==> src/rtl/dram_rfsh_pkg.sv <==
package dram_rfsh_pkg;

   typedef enum logic [1:0] {
      CY_IDLE,
      CY_LEAD,
      CY_ACT,
      CY_PRE
   } cyc_state_e;

   typedef enum logic [1:0] {
      IN_PAUSE,
      IN_WARM,
      IN_RUN
   } init_state_e;

   // nanoseconds to clocks, rounded up
   function automatic int ns_to_cyc(longint ns, longint clk_ps);
      return int'((ns * 64'sd1000 + clk_ps - 64'sd1) / clk_ps);
   endfunction

   // picoseconds to clocks, rounded down (never exceed a deadline)
   function automatic int ps_floor_cyc(longint ps, longint clk_ps);
      return int'(ps / clk_ps);
   endfunction

   function automatic int imax(int a, int b);
      return (a > b) ? a : b;
   endfunction

endpackage

==> src/rtl/rfsh_interval_timer.sv <==
module rfsh_interval_timer
   import dram_rfsh_pkg::*;
#(
   parameter longint CLK_PS    = 10000,
   parameter bit     REGIME_4K = 1'b0,
   parameter longint WIN_2K_NS = 32_000_000,
   parameter longint WIN_4K_NS = 64_000_000
) (
   input  logic clk,
   input  logic rst_n,
   input  logic run,
   output logic tick
);

   localparam int     ROWS   = REGIME_4K ? 4096 : 2048;
   localparam longint WIN_NS = REGIME_4K ? WIN_4K_NS : WIN_2K_NS;
   localparam int     T_INT  = ps_floor_cyc((WIN_NS * 64'sd1000) / ROWS, CLK_PS);
   localparam int     CW     = $clog2(T_INT + 1);
   localparam logic [CW-1:0] RELOAD = CW'(T_INT - 1);

   generate
      if (T_INT < 2) begin : g_bad_interval
         $error("refresh interval shorter than two clocks");
      end
   endgenerate

   logic [CW-1:0] cnt;

   always_ff @(posedge clk or negedge rst_n) begin
      if (!rst_n) begin
         cnt <= RELOAD;
      end else if (!run || cnt == '0) begin
         cnt <= RELOAD;
      end else begin
         cnt <= cnt - CW'(1);
      end
   end

   assign tick = run && (cnt == '0);

   // ticks are spaced at least two clocks apart
   p_tick_spacing_r4 : assert property (@(posedge clk) disable iff (!rst_n)
      tick |=> !tick);

endmodule

==> src/rtl/rfsh_pending.sv <==
module rfsh_pending #(
   parameter int MAX_PEND = 8,
   parameter int WARM     = 8
) (
   input  logic clk,
   input  logic rst_n,
   input  logic load,
   input  logic inc,
   input  logic dec,
   output logic nonzero
);

   localparam int PW = $clog2(MAX_PEND + 1);
   localparam logic [PW-1:0] TOP  = PW'(MAX_PEND);
   localparam logic [PW-1:0] SEED = PW'(WARM);

   generate
      if (WARM > MAX_PEND || MAX_PEND < 1) begin : g_bad_depth
         $error("pending depth must hold the warm-up batch");
      end
   endgenerate

   logic [PW-1:0] count;

   always_ff @(posedge clk or negedge rst_n) begin
      if (!rst_n) begin
         count <= '0;
      end else if (load) begin
         count <= SEED;
      end else begin
         unique case ({inc, dec})
            2'b10:   if (count != TOP) count <= count + PW'(1);
            2'b01:   if (count != '0)  count <= count - PW'(1);
            default: count <= count;
         endcase
      end
   end

   assign nonzero = (count != '0);

   p_no_overflow_r10 : assert property (@(posedge clk) disable iff (!rst_n)
      count <= TOP);

   p_no_underflow_r10 : assert property (@(posedge clk) disable iff (!rst_n)
      dec |-> count != '0);

endmodule

==> src/rtl/rfsh_cycle_fsm.sv <==
module rfsh_cycle_fsm
   import dram_rfsh_pkg::*;
#(
   parameter int T_LEAD = 1,
   parameter int T_RAS  = 6,
   parameter int T_RP   = 3
) (
   input  logic clk,
   input  logic rst_n,
   input  logic start_ok,
   input  logic gnt,
   output logic strobe_ras_n,
   output logic strobe_cas_n,
   output logic busy,
   output logic done
);

   localparam int TMAX = imax(T_LEAD, imax(T_RAS, T_RP));
   localparam int CW   = $clog2(TMAX + 1);

   generate
      if (T_LEAD < 1 || T_RAS < 1 || T_RP < 1) begin : g_bad_timing
         $error("every refresh phase needs at least one clock");
      end
   endgenerate

   cyc_state_e    st, st_nx;
   logic [CW-1:0] cnt, cnt_nx;

   always_comb begin
      st_nx  = st;
      cnt_nx = cnt;
      unique case (st)
         CY_IDLE: begin
            if (start_ok && gnt) begin
               st_nx  = CY_LEAD;
               cnt_nx = CW'(T_LEAD - 1);
            end
         end
         CY_LEAD: begin
            if (cnt == '0) begin
               st_nx  = CY_ACT;
               cnt_nx = CW'(T_RAS - 1);
            end else begin
               cnt_nx = cnt - CW'(1);
            end
         end
         CY_ACT: begin
            if (cnt == '0) begin
               st_nx  = CY_PRE;
               cnt_nx = CW'(T_RP - 1);
            end else begin
               cnt_nx = cnt - CW'(1);
            end
         end
         CY_PRE: begin
            if (cnt == '0) begin
               st_nx = CY_IDLE;
            end else begin
               cnt_nx = cnt - CW'(1);
            end
         end
         default: st_nx = CY_IDLE;
      endcase
   end

   always_ff @(posedge clk or negedge rst_n) begin
      if (!rst_n) begin
         st           <= CY_IDLE;
         cnt          <= '0;
         strobe_ras_n <= 1'b1;
         strobe_cas_n <= 1'b1;
      end else begin
         st           <= st_nx;
         cnt          <= cnt_nx;
         strobe_ras_n <= (st_nx != CY_ACT);
         strobe_cas_n <= !((st_nx == CY_LEAD) || (st_nx == CY_ACT));
      end
   end

   assign busy = (st != CY_IDLE);
   assign done = (st == CY_PRE) && (cnt == '0);

   // checker counters for strobe widths
   int low_run, high_run;
   always_ff @(posedge clk or negedge rst_n) begin
      if (!rst_n) begin
         low_run  <= 0;
         high_run <= T_RP;
      end else begin
         low_run  <= strobe_ras_n ? 0 : low_run + 1;
         if (!strobe_ras_n)       high_run <= 0;
         else if (high_run < T_RP) high_run <= high_run + 1;
      end
   end

   p_cas_before_ras_r5 : assert property (@(posedge clk) disable iff (!rst_n)
      $fell(strobe_ras_n) |-> !strobe_cas_n && $past(!strobe_cas_n));

   p_ras_low_has_cas_r5 : assert property (@(posedge clk) disable iff (!rst_n)
      !strobe_ras_n |-> !strobe_cas_n);

   p_ras_width_r7 : assert property (@(posedge clk) disable iff (!rst_n)
      $rose(strobe_ras_n) |-> low_run == T_RAS);

   p_precharge_r8 : assert property (@(posedge clk) disable iff (!rst_n)
      $fell(strobe_ras_n) |-> high_run >= T_RP);

   p_start_needs_gnt_r9 : assert property (@(posedge clk) disable iff (!rst_n)
      $fell(strobe_cas_n) |-> $past(gnt) && $past(start_ok));

endmodule

==> src/rtl/dram_refresh_seq.sv <==
module dram_refresh_seq
   import dram_rfsh_pkg::*;
#(
   parameter longint CLK_PS       = 10000,
   parameter bit     FAST_GRADE   = 1'b1,
   parameter bit     REGIME_4K    = 1'b0,
   parameter longint PAUSE_NS     = 200_000,
   parameter longint WIN_2K_NS    = 32_000_000,
   parameter longint WIN_4K_NS    = 64_000_000,
   parameter longint WE_GUARD_NS  = 10,
   parameter int     WARM_CYCLES  = 8,
   parameter int     MAX_PEND     = 8,
   parameter int     N_RAS        = 2,
   parameter int     N_CAS        = 4
) (
   input  logic             clk,
   input  logic             rst_n,
   input  logic             rfsh_gnt,
   output logic             rfsh_req,
   output logic             ready,
   output logic [N_RAS-1:0] ras_n,
   output logic [N_CAS-1:0] cas_n,
   output logic             we_n
);

   localparam longint TRP_NS  = FAST_GRADE ? 30 : 40;
   localparam longint TRAS_NS = FAST_GRADE ? 50 : 60;
   localparam longint TRC_NS  = FAST_GRADE ? 90 : 110;
   localparam int T_PAUSE = ns_to_cyc(PAUSE_NS, CLK_PS);
   localparam int T_LEAD  = imax(1, ns_to_cyc(WE_GUARD_NS, CLK_PS));
   localparam int T_RP    = imax(1, ns_to_cyc(TRP_NS, CLK_PS));
   localparam int T_RAS   = imax(ns_to_cyc(TRAS_NS, CLK_PS),
                                 ns_to_cyc(TRC_NS, CLK_PS) - T_RP);
   localparam int PCW     = $clog2(T_PAUSE + 1);
   localparam int WCW     = $clog2(WARM_CYCLES + 1);

   generate
      if (T_PAUSE < 1 || WARM_CYCLES < 1) begin : g_bad_init
         $error("pause and warm-up must be non-empty");
      end
      if (N_RAS < 1 || N_CAS < 1) begin : g_bad_lanes
         $error("at least one row and one column strobe");
      end
   endgenerate

   init_state_e    ist;
   logic [PCW-1:0] pcnt;
   logic [WCW-1:0] wcnt;
   logic           pause_end, tick, pend_any, cyc_busy, cyc_done;
   logic           ras_q, cas_q;

   assign pause_end = (ist == IN_PAUSE) && (pcnt == '0);

   always_ff @(posedge clk or negedge rst_n) begin
      if (!rst_n) begin
         ist  <= IN_PAUSE;
         pcnt <= PCW'(T_PAUSE - 1);
         wcnt <= '0;
      end else begin
         unique case (ist)
            IN_PAUSE: begin
               if (pcnt == '0) ist  <= IN_WARM;
               else            pcnt <= pcnt - PCW'(1);
            end
            IN_WARM: begin
               if (cyc_done) begin
                  if (wcnt == WCW'(WARM_CYCLES - 1)) ist <= IN_RUN;
                  wcnt <= wcnt + WCW'(1);
               end
            end
            default: ist <= ist;
         endcase
      end
   end

   assign ready = (ist == IN_RUN);

   rfsh_interval_timer #(
      .CLK_PS    (CLK_PS),
      .REGIME_4K (REGIME_4K),
      .WIN_2K_NS (WIN_2K_NS),
      .WIN_4K_NS (WIN_4K_NS)
   ) u_timer (
      .clk   (clk),
      .rst_n (rst_n),
      .run   (ready),
      .tick  (tick)
   );

   rfsh_pending #(
      .MAX_PEND (MAX_PEND),
      .WARM     (WARM_CYCLES)
   ) u_pending (
      .clk     (clk),
      .rst_n   (rst_n),
      .load    (pause_end),
      .inc     (tick),
      .dec     (cyc_done),
      .nonzero (pend_any)
   );

   rfsh_cycle_fsm #(
      .T_LEAD (T_LEAD),
      .T_RAS  (T_RAS),
      .T_RP   (T_RP)
   ) u_cycle (
      .clk          (clk),
      .rst_n        (rst_n),
      .start_ok     (pend_any),
      .gnt          (rfsh_gnt),
      .strobe_ras_n (ras_q),
      .strobe_cas_n (cas_q),
      .busy         (cyc_busy),
      .done         (cyc_done)
   );

   assign rfsh_req = pend_any | cyc_busy;
   assign we_n     = 1'b1;

   for (genvar g = 0; g < N_RAS; g++) begin : g_ras_fan
      assign ras_n[g] = ras_q;
   end
   for (genvar g = 0; g < N_CAS; g++) begin : g_cas_fan
      assign cas_n[g] = cas_q;
   end

   // checker: row-strobe rises seen before ready
   logic ras_prev;
   int   rises_seen;
   always_ff @(posedge clk or negedge rst_n) begin
      if (!rst_n) begin
         ras_prev   <= 1'b1;
         rises_seen <= 0;
      end else begin
         ras_prev <= ras_q;
         if (!ras_prev && ras_q && !ready) rises_seen <= rises_seen + 1;
      end
   end

   p_quiet_pause_r2 : assert property (@(posedge clk) disable iff (!rst_n)
      (ist == IN_PAUSE) |-> (&ras_n) && (&cas_n) && !rfsh_req);

   p_ready_sticky_r3 : assert property (@(posedge clk) disable iff (!rst_n)
      ready |=> ready);

   p_ready_after_warm_r3 : assert property (@(posedge clk) disable iff (!rst_n)
      $rose(ready) |-> rises_seen == WARM_CYCLES);

   p_req_release_r11 : assert property (@(posedge clk) disable iff (!rst_n)
      $fell(rfsh_req) |-> (&ras_n) && (&cas_n));

endmodule

==> config.mk <==
export PLATFORM = sky130hd
export DESIGN_NAME = dram_refresh_seq
export DESIGN_NICKNAME = d
export VERILOG_FILES = /design/src/rtl/dram_rfsh_pkg.sv /design/src/rtl/rfsh_interval_timer.sv /design/src/rtl/rfsh_pending.sv /design/src/rtl/rfsh_cycle_fsm.sv /design/src/rtl/dram_refresh_seq.sv
export SDC_FILE = /design/constraint.sdc
export NUM_CORES = 1
export LEC_CHECK = 0
export ABC_CLOCK_PERIOD_IN_PS = 2300
export CORE_MARGIN = 10
export CORE_UTILIZATION = 53
export CTS_CLUSTER_SIZE = 8
export DETAILED_ROUTE_END_ITERATION = 8
export PLACE_DENSITY = 0.81
export SKIP_LAST_GASP = 1
export SLEW_MARGIN = 20
export SYNTH_ARGS = -nofsm -noshare
export SYNTH_HDL_FRONTEND = slang
export SYNTH_SLANG_ARGS = --single-unit
==> constraint.sdc <==
create_clock -name clk -period 2.3 [get_ports clk]
set_input_delay 0.345 -clock clk [delete_from_list [all_inputs] [get_ports clk]]
set_output_delay 0.345 -clock clk [all_outputs]
set_load 0.05 [all_outputs]
==> impl_metrics.yaml, run 1 <==
sta:
  finalWorstSetupSlack_ns: -0.04701
  hold_viol_final: 0
  worst_pin_slew_ns: 0.8106
  fin_crit_ns: 2.347
  total_setup_violations_reported_at_the_end_of_the_flow: 1
  fin_setup_tns_ns: -0.04701
  slew-limit-headroom_pct: 45.96
  highest_clock_frequency_the_design_can_meet_mhz: 426.1
  fin_worst_skew_ns: 0.007880
  final_min_period_over_clock_period_pct: 102.0
  timing.hold.ws_ns: 0.1341
  rsz0062_at_grt: "true"
  slew_violations: 0
worst_setup_path:
  worst_r2r_setup_slack_ns: -0.05
  critPathMaxFanout: 2
  path_class: "register to register"
  cp-end-kind: "register"
  startpoint_type: "register"
  worst-endpoint-required_ns: 2.48
  arrival_time_at_the_worst_endpoint_ns: 2.53
route:
  violation_count_after_the_first_detailed_routing_iteration: 77
  route.met3.wl_um: 247
  drc_violation_count_after_routing: 0
  highest_layer: "met4"
  firstDrtPassIters: 4
  vias_per_cell: 5.495
  antenna_violating_nets_post_route: 0
  route.layer.met1.wl_mm: 1.890
  wirelength_mm: 3.991
  route.vias.total: 1654
  detailroute.wirelength.met2_mm: 1.829
  routed_wire_length_per_instance_um: 13.26
worst_hold_path:
  worstHoldPathType: "input port to async pin"
grt:
  grt_start_max_net_pins: 40
  initial_antenna_violation_count: 0
  global_route.usage.total_pct: 11.14
  first_global_vias: 1583
  grt_overflow_total: 0
  grt_first_pass_wirelength_mm: 6.817
synthesis:
  synth.most_common_cell: "sky130_fd_sc_hd__dfrtp_1"
  ys_ff_latch: 43
  synth_cell_type_count: 46
  postSynthCellCount: 223
  synth_top_area_share_pct: 29.35
  synth_commonest_cells: "27 x sky130_fd_sc_hd__dfrtp_1, 25 x sky130_fd_sc_hd__nand2_1, 17 x sky130_fd_sc_hd__xnor2_1"
  synth_ff_type: "sky130_fd_sc_hd__dfrtp_1"
  netlist.top_cell.by_area: "sky130_fd_sc_hd__dfrtp_1"
  synth_nets: 235
  synth-warning-count: 0
  avgSynthCellArea_um2: 10.32
  synth_edf_count: 0
  top_area_cells_in_the_synthesized_netlist: "sky130_fd_sc_hd__dfrtp_1 29%, sky130_fd_sc_hd__dfstp_2 18%, sky130_fd_sc_hd__xnor2_1 6.5%"
  synth_area_um2: 2302
  synthArstFlopShare_pct: 100.0
  synth_seq_area_share_pct: 47.61
layout:
  area.growth.synth_to_final_pct: 17.01
  final-instance-count-excl-fill: 301
  antenna_cells_inserted: 0
  drive_above_1_share_pct: 26.29
  finalNetCount: 262
clocking:
  clock_sinks: 43
  max-clock-path-buffers: 2
  cts_htree_levels: 2
  cts_tree: "yes"
  clock-root-buffer: "sky130_fd_sc_hd__clkbuf_8"
  cts_made_buffers: 5
  worstSkewPairLatency_ns: 0.30
  cts.reportedPaths.clkPinSlew_ns: 0.09
floorplanning:
  dieArea_um2: 7380
  initial_utilization_pct: 55.94
  core.rowCount: 23
  die-height_um: 85.91
  floorplan.die.width_um: 85.91
  core_um2: 4115
  ios: 12
power_and_ir_drop:
  power.leakage_nw: 1.224
  cellPowerDensity_nw_per_um2: 973.2
  ir_worst_vdd_mv: 0.4865
placed_design:
  place_inst: 288
  place.gp.congestion: 0.8070
  dpl.hpwl_mm: 2.831
  port-buffer-count: 10
run_status:
  violated_checks: "setup timing"
  run_status: "finished with violations"
run:
  cap_violations: 0
critical path: stages (launching register included):
cell	delay [ns]
sky130_fd_sc_hd__dfrtp_1	0.39
sky130_fd_sc_hd__or4_4	0.54
sky130_fd_sc_hd__or4_4	0.55
sky130_fd_sc_hd__nand2b_4	0.10
sky130_fd_sc_hd__xnor2_2	0.11
sky130_fd_sc_hd__ha_2	0.21
sky130_fd_sc_hd__nand3_1	0.09
sky130_fd_sc_hd__o31a_1	0.13
sky130_fd_sc_hd__mux2i_1	0.12
flip-flops by register name, summed over array words and instances, names as in the netlist:
register              flops
u_timer.cnt              11
pcnt                     15
u_pending.count           4
ist                       2
u_cycle.strobe_cas_n      1
u_cycle.cnt               3
u_cycle.st                2
wcnt                      4
u_cycle.strobe_ras_n      1
cell usage in the layout (no fill, tap or decap), drive strengths merged, types with 5 or more instances in the layout:
master	Yosys	routed
dfrtp	27	27
nand2	25	25
buf	9	24
xnor2	18	18
dfstp	16	16
nor2	12	12
nor3	12	12
inv	11	12
ha	9	9
o21ai	7	7
clkdlybuf4s50	0	7
nand2b	7	7
a21oi	7	7
xor2	6	6
mux2i	6	6
clkbuf	2	6
nand3	5	5
nor4	5	5
or4	5	5
through the flow:
step	cell area [um2]	worst slack, ns	util (%)	power, mW
6_report	2694	-0.04701	65.46	2.622
5_1_grt	2694	-0.1628	65.46	2.785
4_1_cts	2663	-0.01010	64.70	2.598
3_5_place_dp	2522	-0.09528	61.30	1.959
3_3_place_gp	2522	-0.05680	61.30	1.935
2_1_floorplan	2320	-0.09078	-	1.771
metal layers:
metal / global-route usage, % / up-vias
li1: - / 817
met1: 14.20 / 797
met2: 16.77 / 38
met3: 4.163 / 2
met4: 4.042 / 0
met5: 0 / -
final cells by class:
class	instances	area (um2)
clock buffer	6	82.58
fill	329	1421
timing repair buffer	31	247.7
sequential	43	1096
multi-input combinational	158	1125
inverter	11	41.29
tap	50	62.56
clock inverter	2	38.79
what timing repair did:
| action | 4_1_cts | 5_1_grt |
|---|---|---|
| endpoints found under the setup margin | 3 | 4 |
| setup buffers | 2 | 3 |
| resized for setup | 1 | 2 |
| pin swaps | 1 | 2 |
| hold buffers | 0 | 0 |
final timing paths:
kind                                startpoint                  to  cells after the start
worst max-delay path            u_timer.cnt[5]  u_pending.count[2]                      8
worst min-delay path                     rst_n  u_pending.count[1]                      1
worst max register to register  u_timer.cnt[5]  u_pending.count[2]                      8
worst min register to register  u_cycle.cnt[0]      u_cycle.cnt[0]                      1
max in group asynchronous                rst_n             pcnt[1]                      2
min in group clk                u_cycle.cnt[0]      u_cycle.cnt[0]                      1
power breakdown:
group / switching (mW) / internal (mW) / leakage [nW]
clock: 0.270 / 0.357 / 0.0618
sequential: 0.143 / 0.899 / 0.517
combinational: 0.539 / 0.414 / 0.645
kinds of logic after synthesis:
family	after synthesis	share of synthesized area, %
fa+ha+maj	9	4.891
mux	7	3.098
xor+xnor	24	9.457
simple gates	90	21.90
flops	43	47.61
compound gates	27	8.044
other cells	1	0.1629
buf+inv	22	4.837
(Power assumes the default switching activity.)
==> run 2: changes to the inputs <==
SETUP_SLACK_MARGIN = 0.15   (was unset)
==> run 2 against run 1 <==
  * The flow now finishes without violations
  * Critical path depth is 1 lower
  * Via count is 0.85% lower
  * Clock skew is 0.0011 ns higher
  * Non-clock buffer count is 3 lower
  * Cell count is 1.0% lower
  * Critical path type unchanged
  * Clock power is 20% lower
  * Die area stayed put
  * Maximum frequency is 2.3% higher
  * Sequential power hardly changed
  * Flip-flop and latch count stayed put
  * Sequential share of layout area is 0.73 points higher
==> impl_metrics.yaml, run 2 (same netlist as run 1, synthesis figures left out) <==
worst_setup_path:
  cp_common_cell: "sky130_fd_sc_hd__or4_4"
  path_class: "register to register"
  ff2ff_path_depth: 7
  crit_slowest_cell: "sky130_fd_sc_hd__or4_4"
  worst-endpoint-required_ns: 2.50
  crit_path_start: "u_timer.cnt[5]"
  rr_endpoint: "u_pending.count[2]"
  cp-end-kind: "register"
  critPathMaxFanout: 2
  startpoint_type: "register"
  critical_path.max_stage_delay_ns: 0.55
  critical_path.top_delay_family: "simple AND/OR/NAND/NOR gates"
  arrival_time_at_the_worst_endpoint_ns: 2.49
  rr_startpoint: "u_timer.cnt[5]"
  worst_r2r_setup_slack_ns: 0.006
  timing.critical_path.cells: "or4_4 > or4_4 > nand2b_4 > xnor2_2 > ha_2 > o31a_1 > mux2i_1"
  worstSetupPathDepth: 7
  setup.worst_path.end: "u_pending.count[2]"
  critical_path.n_buffers_inverters: 0
clocking:
  cts_tree: "yes"
  clock-root-buffer: "sky130_fd_sc_hd__clkbuf_8"
  cts_made_buffers: 5
  max-clock-path-buffers: 2
  cts_htree_levels: 2
  clock_sinks: 43
  cts.reportedPaths.clkPinSlew_ns: 0.09
  worstSkewPairLatency_ns: 0.31
worst_hold_path:
  worstHoldPathType: "register to register"
route:
  route.vias.total: 1640
  wirelength_mm: 3.998
  antenna_violating_nets_post_route: 0
  vias_per_cell: 5.503
  firstDrtPassIters: 4
  violation_count_after_the_first_detailed_routing_iteration: 99
  routed_wire_length_per_instance_um: 13.42
  drc_violation_count_after_routing: 0
layout:
  finalNetCount: 259
  filler_cell_count: 316
  biggestRegsByFlops: "pcnt x15, u_timer.cnt x11"
  commonest_non_fill_non_tap_cells_in_the_layout: "25 x sky130_fd_sc_hd__nand2_1, 25 x sky130_fd_sc_hd__dfrtp_1, 19 x sky130_fd_sc_hd__buf_4"
  registers.top_by_ff_count: "pcnt"
  area.growth.synth_to_final_pct: 15.22
  antenna_cells_inserted: 0
  drive_above_1_share_pct: 26.21
  utilization_pct: 64.46
  largest_register_ff_count: 15
sta:
  slew-limit-headroom_pct: 66.48
  fin_setup_tns_ns: 0
  highest_clock_frequency_the_design_can_meet_mhz: 435.8
  fin_worst_skew_ns: 0.008998
  hold_viol_final: 0
  fin_crit_ns: 2.294
  total_setup_violations_reported_at_the_end_of_the_flow: 0
  timing.hold.ws_ns: 0.4596
  slew_violations: 0
  finalWorstSetupSlack_ns: 0.005501
  worst_pin_slew_ns: 0.5013
  final_min_period_over_clock_period_pct: 99.76
  rsz0062_at_grt: "true"
power_and_ir_drop:
  power.total_mw: 2.465
  cellPowerDensity_nw_per_um2: 929.2
  power.leakage_nw: 1.186
  ir_worst_vdd_mv: 0.3519
placed_design:
  dpl.hpwl_mm: 2.922
  placement.setup.worst_slack_ns: -0.1263
  port-buffer-count: 10
  place.gp.congestion: 0.7966
grt:
  grt_start_max_net_pins: 18
  grt_overflow_total: 0
  grt_first_pass_wirelength_mm: 6.858
  first_global_vias: 1538
  global_route.usage.total_pct: 11.29
  initial_antenna_violation_count: 0
run_status:
  run_status: "completed"
floorplanning:
  dieArea_um2: 7380
  core_um2: 4115
  ios: 12
  initial_utilization_pct: 55.94
  floorplan.die.width_um: 85.91
  die-height_um: 85.91
  core.rowCount: 23
run:
  cap_violations: 0
run 2: cell count changes in the layout (fill, tap and decap cells not counted), sizes merged:
cell | previous run | this run
clkinvlp | 0 | 2
bufinv | 1 | 0
buf | 24 | 20
clkbuf | 6 | 5
dlygate4sd3 | 0 | 1
run 2: power by group:
group | internal (mW) | switching (mW) | leakage, nW | total [mW]
logic | 0.394 | 0.526 | 0.632 | 0.920
registers | 0.902 | 0.143 | 0.514 | 1.05
clock network | 0.217 | 0.282 | 0.0408 | 0.499
total | 1.51 | 0.952 | 1.19 | 2.46
run 2: metrics by stage:
step           instance area [um2]  cells
2_1_floorplan                 2320    223
3_3_place_gp                  2515    287
3_5_place_dp                  2515    287
4_1_cts                       2629    297
5_1_grt                       2653    298
6_report                      2653    298
run 2: cell type report:
| cell class | count | area [um2] | share of cell area (%) |
|---|---|---|---|
| clock inverter | 3 | 23.77 | 0.8962 |
| timing repair buffer | 28 | 227.7 | 8.585 |
| clock buffer | 5 | 68.82 | 2.594 |
| sequential | 43 | 1099 | 41.42 |
| inverter | 11 | 41.29 | 1.557 |
| multi-input combinational | 158 | 1130 | 42.59 |
| tap | 50 | 62.56 | 2.358 |
run 2: worst register-to-register path, delay by kind of cell, from the launching register on:
| kind | cells | cell delay, ns |
|---|---|---|
| AO/OA/AOI/OAI | 1 | 0.24 |
| flip-flops | 1 | 0.40 |
| adder cells (fa/ha/maj) | 1 | 0.18 |
| XOR/XNOR | 1 | 0.06 |
| multiplexers | 1 | 0.12 |
| AND/OR/NAND/NOR | 3 | 1.19 |
run 2: worst min-delay path by stage:
stage	slack, ns	endpoint	from	cells past startpoint
2_1_floorplan	0.05	ist[0]	rst_n	0
3_3_place_gp	0.28	u_timer.cnt[5]	rst_n	1
3_5_place_dp	0.28	u_timer.cnt[7]	rst_n	1
4_1_cts	0.46	u_cycle.cnt[0]	u_cycle.cnt[0]	1
5_1_grt	0.48	u_pending.count[3]	rst_n	2
6_report	0.46	u_cycle.cnt[0]	u_cycle.cnt[0]	1
run 2: metal layers:
metal | wire length (um) | vias up | global-route usage, %
met5 | 0 | - | 0
met4 | 63 | 0 | 5.389
met3 | 237 | 6 | 4.068
met2 | 1894 | 35 | 17.65
met1 | 1803 | 786 | 13.45
li1 | - | 813 | -
run 2: what timing repair did:
item,in CTS,in global routing
gates resized for setup,1,6
hold endpoints to repair,11,0
buffers inserted,1,1
hold buffers,1,0
endpoints found under the setup margin,3,8
pin swaps,2,2
